<file path="src/rtl/qdec_pkg.sv">
package qdec_pkg;

    localparam int AW     = 3;
    localparam int PDW    = 3;
    localparam int PREW   = (1 << PDW) - 1;

    typedef enum logic [AW-1:0] {
        RA_CTRL  = 3'd0,
        RA_STAT  = 3'd1,
        RA_POS   = 3'd2,
        RA_CEIL  = 3'd3,
        RA_LOAD  = 3'd4,
        RA_SPEED = 3'd5
    } reg_sel_e;

    typedef struct packed {
        logic [PDW-1:0] prediv;
        logic           swap;
        logic           clkdir;
        logic           vel_en;
        logic           cap_both;
        logic           rst_idx;
        logic           en;
    } ctrl_t;

    localparam int CTRL_W = $bits(ctrl_t);

    typedef struct packed {
        logic up;
        logic dn;
        logic idx;
    } evt_t;

    function automatic logic [PREW-1:0] pre_mask(input logic [PDW-1:0] k);
        logic [PREW:0] one;
        logic [PREW:0] t;
        one = {{PREW{1'b0}}, 1'b1};
        t   = (one << k) - one;
        return t[PREW-1:0];
    endfunction

endpackage

</file>
<file path="src/rtl/qdec_sync.sv">
module qdec_sync #(
    parameter int N = 3
) (
    input  logic         clk,
    input  logic         rst,
    input  logic [N-1:0] d,
    output logic [N-1:0] q
);
    for (genvar g = 0; g < N; g++) begin : g_bit
        logic s1, s2;
        always_ff @(posedge clk) begin
            if (rst) begin
                s1 <= 1'b0;
                s2 <= 1'b0;
            end else begin
                s1 <= d[g];
                s2 <= s1;
            end
        end
        assign q[g] = s2;
    end
endmodule

</file>
<file path="src/rtl/qdec_decode.sv">
module qdec_decode
    import qdec_pkg::*;
(
    input  logic clk,
    input  logic rst,
    input  logic en,
    input  logic swap,
    input  logic clkdir,
    input  logic cap_both,
    input  logic a_s,
    input  logic b_s,
    input  logic i_s,
    output evt_t ev
);
    logic a, b, a_p, b_p, i_p;
    logic da, db, cnt, fwd;

    always_comb begin
        a = swap ? b_s : a_s;
        b = swap ? a_s : b_s;
    end

    always_ff @(posedge clk) begin
        if (rst) begin
            a_p <= 1'b0;
            b_p <= 1'b0;
            i_p <= 1'b0;
        end else begin
            a_p <= a;
            b_p <= b;
            i_p <= i_s;
        end
    end

    always_comb begin
        da = a ^ a_p;
        db = b ^ b_p;
        if (clkdir) begin
            cnt = a & ~a_p;
            fwd = ~b;
        end else begin
            cnt = cap_both ? (da ^ db) : (da & ~db);
            fwd = da ? (a ^ b) : ~(a ^ b);
        end
        ev.up  = en & cnt & fwd;
        ev.dn  = en & cnt & ~fwd;
        ev.idx = en & i_s & ~i_p;
    end
endmodule

</file>
<file path="src/rtl/qdec_velocity.sv">
module qdec_velocity
    import qdec_pkg::*;
#(
    parameter int          DW       = 32,
    parameter int unsigned DEF_LOAD = 1200000
) (
    input  logic           clk,
    input  logic           rst,
    input  logic           run,
    input  logic           vel_en,
    input  logic           step,
    input  logic [PDW-1:0] prediv,
    input  logic           load_wr,
    input  logic [DW-1:0]  load_in,
    output logic [DW-1:0]  load_q,
    output logic [DW-1:0]  speed_q,
    output logic           win_end
);
    logic [PREW-1:0] pre, mask;
    logic [DW-1:0]   timer, acc, inc;
    logic            pulse;

    always_comb begin
        mask    = pre_mask(prediv);
        pulse   = step & (pre == mask);
        inc     = {{(DW-1){1'b0}}, pulse};
        win_end = run & vel_en & (timer == '0);
    end

    always_ff @(posedge clk) begin
        if (rst) begin
            load_q  <= DW'(DEF_LOAD);
            timer   <= DW'(DEF_LOAD);
            acc     <= '0;
            pre     <= '0;
            speed_q <= '0;
        end else if (load_wr) begin
            load_q <= load_in;
            timer  <= load_in;
            acc    <= '0;
            pre    <= '0;
        end else if (!vel_en) begin
            timer <= load_q;
            acc   <= '0;
            pre   <= '0;
        end else if (run) begin
            if (step) pre <= pulse ? '0 : pre + PREW'(1);
            if (win_end) begin
                speed_q <= acc + inc;
                acc     <= '0;
                timer   <= load_q;
            end else begin
                acc   <= acc + inc;
                timer <= timer - DW'(1);
            end
        end
    end
endmodule

</file>
<file path="src/rtl/qdec_top.sv">
module qdec_top
    import qdec_pkg::*;
#(
    parameter int          DW       = 32,
    parameter int unsigned DEF_LOAD = 1200000
) (
    input  logic          clk,
    input  logic          rst,
    input  logic          ph_a,
    input  logic          ph_b,
    input  logic          idx,
    input  logic          reg_we,
    input  logic [AW-1:0] reg_addr,
    input  logic [DW-1:0] reg_wdata,
    output logic [DW-1:0] reg_rdata
);
    logic [2:0]    sy;
    ctrl_t         ctrl_q;
    evt_t          ev;
    logic [DW-1:0] pos_q, ceil_q, load_q, speed_q;
    logic          dir_q, pos_wr, load_wr, win_end;
    reg_sel_e      sel;

    assign sel     = reg_sel_e'(reg_addr);
    assign pos_wr  = reg_we && (sel == RA_POS);
    assign load_wr = reg_we && (sel == RA_LOAD);

    qdec_sync #(.N(3)) u_sync (
        .clk (clk),
        .rst (rst),
        .d   ({idx, ph_b, ph_a}),
        .q   (sy)
    );

    qdec_decode u_dec (
        .clk      (clk),
        .rst      (rst),
        .en       (ctrl_q.en),
        .swap     (ctrl_q.swap),
        .clkdir   (ctrl_q.clkdir),
        .cap_both (ctrl_q.cap_both),
        .a_s      (sy[0]),
        .b_s      (sy[1]),
        .i_s      (sy[2]),
        .ev       (ev)
    );

    qdec_velocity #(.DW(DW), .DEF_LOAD(DEF_LOAD)) u_vel (
        .clk     (clk),
        .rst     (rst),
        .run     (ctrl_q.en),
        .vel_en  (ctrl_q.vel_en),
        .step    (ev.up | ev.dn),
        .prediv  (ctrl_q.prediv),
        .load_wr (load_wr),
        .load_in (reg_wdata),
        .load_q  (load_q),
        .speed_q (speed_q),
        .win_end (win_end)
    );

    always_ff @(posedge clk) begin
        if (rst) begin
            ctrl_q <= '0;
            ceil_q <= '1;
        end else if (reg_we) begin
            if (sel == RA_CTRL) ctrl_q <= ctrl_t'(reg_wdata[CTRL_W-1:0]);
            if (sel == RA_CEIL) ceil_q <= reg_wdata;
        end
    end

    always_ff @(posedge clk) begin
        if (rst) begin
            pos_q <= '0;
            dir_q <= 1'b0;
        end else begin
            if (ev.up)      dir_q <= 1'b0;
            else if (ev.dn) dir_q <= 1'b1;

            if (pos_wr) begin
                pos_q <= reg_wdata;
            end else if (ctrl_q.rst_idx && ev.idx) begin
                pos_q <= '0;
            end else if (ev.up) begin
                pos_q <= (!ctrl_q.rst_idx && pos_q == ceil_q) ? '0 : pos_q + DW'(1);
            end else if (ev.dn) begin
                if (pos_q == '0) pos_q <= ctrl_q.rst_idx ? '1 : ceil_q;
                else             pos_q <= pos_q - DW'(1);
            end
        end
    end

    always_comb begin
        case (sel)
            RA_CTRL:  reg_rdata = {{(DW-CTRL_W){1'b0}}, ctrl_q};
            RA_STAT:  reg_rdata = {{(DW-1){1'b0}}, dir_q};
            RA_POS:   reg_rdata = pos_q;
            RA_CEIL:  reg_rdata = ceil_q;
            RA_LOAD:  reg_rdata = load_q;
            RA_SPEED: reg_rdata = speed_q;
            default:  reg_rdata = '0;
        endcase
    end
endmodule

</file>
<file path="config.mk">
export PLATFORM = sky130hd
export DESIGN_NAME = qdec_top
export DESIGN_NICKNAME = d
export VERILOG_FILES = /design/src/rtl/qdec_pkg.sv /design/src/rtl/qdec_sync.sv /design/src/rtl/qdec_decode.sv /design/src/rtl/qdec_velocity.sv /design/src/rtl/qdec_top.sv
export SDC_FILE = /design/constraint.sdc
export NUM_CORES = 1
export LEC_CHECK = 0
export BUFFER_PORTS_ARGS = -buffer_cell sky130_fd_sc_hd__buf_2
export CAP_MARGIN = 20
export CORE_ASPECT_RATIO = 0.5
export CORE_MARGIN = 8
export CORE_UTILIZATION = 60
export DETAILED_ROUTE_END_ITERATION = 7
export PLACE_DENSITY = 0.81
export SYNTH_ARGS = -nofsm -noshare
export SYNTH_HDL_FRONTEND = slang
export SYNTH_SLANG_ARGS = --single-unit
export TNS_END_PERCENT = 5
</file>
<file path="constraint.sdc">
create_clock -name clk -period 12 [get_ports clk]
set_clock_uncertainty 0.05 [all_clocks]
set_input_delay 0.6 -clock clk [delete_from_list [all_inputs] [get_ports clk]]
set_output_delay 0.6 -clock clk [all_outputs]
set_load 0.02 [all_outputs]
</file>
==> results.yml, run 1 <==
clock_tree:
  h-tree-depth: 1
  cts_setup_buffers: 0
  clock_sinks: 218
  cts_max_path_buffers: 3
  clock-root-buffer: "clkbuf_16"
  cts_tree: "built"
  numCtsBuffers: 21
  clk_pin_slew_ps: 70
  hold_buffers: 0
  cts_resized: 0
  clk-insertion-delay-late_ps: 530
synthesis:
  syn_inst: 1724
  ys_ff_latch: 218
  synth-edff-count: 0
  synth_area_leaders: "dfxtp_1 33%, nand2_1 7.6%, xnor2_1 5.1%, mux2i_1 5.0%, a21oi_1 4.2%"
  synth_flop_cell: "dfxtp_1"
  synth_top_cell_by_area: "dfxtp_1"
  syn_area_um2: 13100
  yosysSeqAreaShare: 0.332
  async_flop_share: 0
  ys_warn_count: 0
  netlist.area_leader.share: 0.332
  synth_fp_nets: 1774
  yosysUniqueCellTypes: 78
  synth.avg_cell_area_um2: 7.62
die:
  dieHeight_um: 121
  core-area_um2: 21600
  die_area_um2: 27200
  start_util: 0.609
  rows: 38
  boundaryPins: 73
  fp.dieW_um: 225
setup_path:
  arrival_ps: 5330
  r2r_cells: 17
  worstPathMaxFanout: 7
  worstSetupPathType: "flip-flop to flip-flop"
  cp-start-kind: "flip-flop"
  endpoint_kind: "flip-flop"
  worstPathRequired_ps: 12380
sta:
  clock.fmax_mhz: 202
  setup_violations: 0
  worst_pin_slew_ps: 1110
  rsz0062_at_grt: "false"
  period_needed_ps: 4950
  fin_setup_tns_ps: 0
  hold_ws_ps: 244
  finalMaxSlewViolations: 0
  finalCritPeriodShare: 0.413
  hold_viol: 0
  max_slew_margin: 0.257
min_path:
  hold_path_depth: 2
  min_path_type: "input port to flip-flop"
power_and_ir_drop:
  power_w: 0.00187
  powerDensity_nw_per_um2: 131
  ir_worst_vdd_v: 0.0000752
  cellLeakagePower_nw: 5.07
global_route:
  grt_start_max_net_pins: 74
  antenna_found_initial: 1
  overflow: 0
  first_global_vias: 12300
  grt_usage: 0.313
  grt_first_pass_wirelength_mm: 69.0
drt:
  drtIter0Drc: 2320
  detail_route.first_pass.iterations: 6
  vias_per_cell: 6.78
  drcViolationCount: 0
  vias: 13600
  drtAntennaViolNets: 0
  drt_wl_total_mm: 44.8
  post_drt_wl_per_cell_um: 22.3
layout:
  final_common_cell: "nand2_1"
  multi_input_area_um2: 8140
  layout.nets: 1743
  syn_to_final_growth_pct: 8.87
  drive_above_1_share: 0.0890
  final_area_um2: 14300
  fill_cells: 1821
  final_cell_mix: "266 x nand2_1, 218 x dfxtp_1, 136 x nor2_1"
  seq_area_um2: 4360
place:
  dp_hpwl_mm: 30.9
  port_buffers: 72
  place_congestion: 0.997
  place_area_um2: 13500
run_status:
  outcome: "finished, final reports clean"
flow_run:
  drv_cap: 0
==> kinds of logic after synthesis <==
logic type	synth area share
AOI/OAI and AO/OA	0.214
xor gates and xnor gates	0.0820
adders and majority gates	0.00857
buffers and inverters	0.0505
DFF	0.332
muxes	0.0528
and+or+nand+nor	0.260
==> metal layers <==
layer | global-route usage | share of wire
met5 | 0 | 0
met3 | 0.0977 | 0.15
met1 | 0.445 | 0.42
met2 | 0.451 | 0.41
met4 | 0.0857 | 0.025
==> critical path, cell delays in order (launching register included) <==
cell      delay [ps]
dfxtp_1          420
mux2_2           370
ha_1             350
inv_1             60
ha_1             280
nand2_1           90
a31oi_1           90
buf_4            180
nor4_1           480
ha_1             290
ha_1             250
nand3_1          140
nor4_1           760
and3_1           320
and3_1           240
nand3_1          110
xnor2_1          150
a211oi_1         210
==> flip-flops by register name (all words and copies together) (netlist names) <==
name and flops:
pos_q 32, u_dec.b_p 1, u_dec.i_p 1, u_vel.pre 7, dir_q 1, u_vel.load_q 32, ceil_q 32, ctrl_q 9
u_sync.g_bit.s1 3, u_vel.acc 32, u_vel.speed_q 32, u_dec.a_p 1, u_sync.g_bit.s2 3, u_vel.timer 32
==> layout make-up <==
cell class                 instances  share of cell area
antenna                            1            0.000175
clock buffer                      24              0.0389
clock inverter                    13              0.0141
inverter                          22             0.00577
multi-input combinational       1336               0.569
sequential                       218               0.305
tap                              300              0.0262
timing repair buffer              94              0.0407
==> power breakdown <==
part	internal, W	switching, W
registers	0.000742	0.0000403
clock network	0.000443	0.000310
logic	0.000125	0.000209
total	0.00131	0.000559
==> per-stage QoR <==
| step | utilization | cells | worst slack, ps |
|---|---|---|---|
| after floorplan | - | 1724 | 7940 |
| after global placement | 0.624 | 1967 | 7330 |
| after detailed placement | 0.625 | 1968 | 7160 |
| after CTS | 0.661 | 2005 | 7150 |
| after global routing | 0.663 | 2007 | 6830 |
| final | 0.663 | 2008 | 7050 |
==> cell usage after synthesis, types with 22 or more instances <==
cell and count:
nor2_1 137, xnor2_1 76, a21oi_1 111, mux2i_1 66
nor4_1 27, o22ai_1 28, nand3_1 77, and3_1 22
clkbuf_1 128, a211oi_1 42, nand2_1 266, o21ai_0 70
xor2_1 47, dfxtp_1 218, nor3_1 52, o211ai_1 25
==> final timing paths <==
path / startpoint / to / slack [ps]
worst max register to register: ctrl_q[5] / u_vel.speed_q[30] / 7050
worst min register to register: u_sync.g_bit[2].s1 / u_sync.g_bit[2].s2 / 390
worst max-delay path: ctrl_q[5] / u_vel.speed_q[30] / 7050
worst min-delay path: ph_a / u_sync.g_bit[0].s1 / 240
Power figures use the tool's default switching activity.
==> inputs of run 2 (changes only) <==
==> constraint.sdc (replaced) <==
create_clock -name clk -period 4.67 [get_ports clk]
set_clock_uncertainty 0.05 [all_clocks]
set_input_delay 0.2335 -clock clk [delete_from_list [all_inputs] [get_ports clk]]
set_output_delay 0.2335 -clock clk [all_outputs]
set_load 0.02 [all_outputs]
==> results.yml, run 2 (synthesized netlist as in run 1, its figures left out) <==
die:
  fp.dieW_um: 225
  start_util: 0.609
  die_area_um2: 27200
  dieHeight_um: 121
  core-area_um2: 21600
  boundaryPins: 73
  rows: 38
setup_path:
  cp-start-kind: "flip-flop"
  arrival_ps: 4710
  worstPathRequired_ps: 4980
  worstPathMaxFanout: 6
  cp_slowest_cell: "dfxtp_1"
  crit_top_cell: "ha_1"
  r2r_setup_slack_ps: 270
  r2r_start: "ctrl_q[5]"
  worstSetupPathType: "flip-flop to flip-flop"
  slowest_delay_ps: 410
  r2r_cells: 18
  critical_path.cell_chain: "mux2_2 -> ha_1 -> inv_1 -> ha_1 -> nand2_1 -> a31oi_1 -> nor4_1 -> buf_4 -> ha_1 -> ha_1 -> nand3_1 -> nor4_1 -> buf_4 -> and3_1 -> and3_1 -> nand3_1 -> xnor2_1 -> a211oi_1"
  crit_path_end: "u_vel.speed_q[30]"
  endpoint_kind: "flip-flop"
  reg2reg_to: "u_vel.speed_q[30]"
  crit_start: "ctrl_q[5]"
layout:
  layout.nets: 1802
  diodes: 0
  final_common_cell: "nand2_1"
  syn_to_final_growth_pct: 12.2
  drive_above_1_share: 0.0981
  final_cells: 2064
  final_cell_mix: "266 x nand2_1, 218 x dfxtp_1, 136 x nor2_1"
place:
  port_buffers: 72
  place_worst_setup_slack_ps: 457
  place_congestion: 1.03
  dp.cells: 1992
  dp_hpwl_mm: 33.0
min_path:
  min_path_type: "input port to flip-flop"
drt:
  drcViolationCount: 0
  drtIter0Drc: 2138
  met1Wirelength_mm: 19.1
  detail_route.first_pass.iterations: 5
  dr_wl_met3_mm: 7.20
  vias_per_cell: 6.81
  vias: 14100
  post_drt_wl_per_cell_um: 23.1
  drtAntennaViolNets: 0
  wl_met2_mm: 19.7
  top_layer: "met4"
  drt_wl_total_mm: 47.6
global_route:
  grt_usage: 0.337
  first_global_vias: 12800
  grt_first_pass_wirelength_mm: 73.2
  overflow: 0
  antenna_found_initial: 0
  grt_start_max_net_pins: 96
sta:
  finalCritPeriodShare: 0.942
  max_slew_margin: 0.268
  clock.fmax_mhz: 227
  fin_setup_tns_ps: 0
  fin_ws_ps: 269
  worst_pin_slew_ps: 1100
  period_needed_ps: 4400
  finalMaxSlewViolations: 0
  setup_violations: 0
  hold_viol: 0
  hold_ws_ps: 164
  rsz0062_at_grt: "false"
clock_tree:
  cts_max_path_buffers: 3
  cts_resized: 0
  numCtsBuffers: 21
  clk-insertion-delay-late_ps: 530
  clk_pin_slew_ps: 70
  clock_sinks: 218
  clock-root-buffer: "clkbuf_16"
  h-tree-depth: 1
  cts_tree: "built"
power_and_ir_drop:
  powerDensity_nw_per_um2: 317
  power_w: 0.00468
  cellLeakagePower_nw: 5.30
  ir_worst_vdd_v: 0.000218
run_status:
  outcome: "finished, final reports clean"
flow_run:
  drv_cap: 0
run 2: cell count changes in the layout (fill, tap and decap cells not counted):
cell           change
buf_12             -1
diode_2            -1
buf_4             +25
bufinv_16          -3
clkinvlp_4         -1
clkbuf_8           +1
dlygate4sd3_1     +35
clkbuf_1           +1
run 2: critical path, delay by kind of cell, from the launching register on:
kind	cells	cell delay (ps)
buffers and inverters	3	440
XOR/XNOR	1	240
flip-flops	1	410
adder cells (fa/ha/maj)	4	1100
multiplexers	1	390
AND/OR/NAND/NOR	7	1380
AO/OA/AOI/OAI	2	230
run 2: area by class of cell:
type	instances	area (um^2)
inverter	22	82.6
clock inverter	9	104
sequential	218	4360
multi-input combinational	1336	8140
clock buffer	26	574
fill	1831	6840
tap	300	375
timing repair buffer	153	1100
run 2: how the worst min path moves through the flow:
stage	slack, ps	cells past startpoint	startpoint	endpoint
after floorplan	300	2	reg_wdata[7]	u_vel.load_q[7]
after global placement	380	1	u_sync.g_bit[2].s1	u_sync.g_bit[2].s2
after detailed placement	390	1	u_sync.g_bit[2].s1	u_sync.g_bit[2].s2
after CTS	140	2	rst	u_dec.b_p
after global routing	170	2	rst	ctrl_q[5]
final	160	2	rst	u_vel.load_q[19]
run 2: through the flow:
step | utilization | area, um^2
2_1_floorplan | - | 13100
3_3_place_gp | 0.633 | 13700
3_5_place_dp | 0.633 | 13700
4_1_cts | 0.681 | 14700
5_1_grt | 0.683 | 14700
6_report | 0.683 | 14700
run 2: report_power, final:
part / switching (W) / internal [W]
Sequential: 0.0000964 / 0.00191
Clock: 0.000778 / 0.000984
Combinational: 0.000558 / 0.000356
run 2: what timing repair did:
item,CTS,global route
buffers inserted,0,0
hold buffers,35,0
endpoints found under the hold margin,52,0
setup endpoints to repair,0,0
run 2: layer usage:
metal,vias to the layer above,GRT usage
met3,159,0.121
met1,6588,0.462
met4,0,0.109
met2,1002,0.486
met5,-,0
li1,6310,-
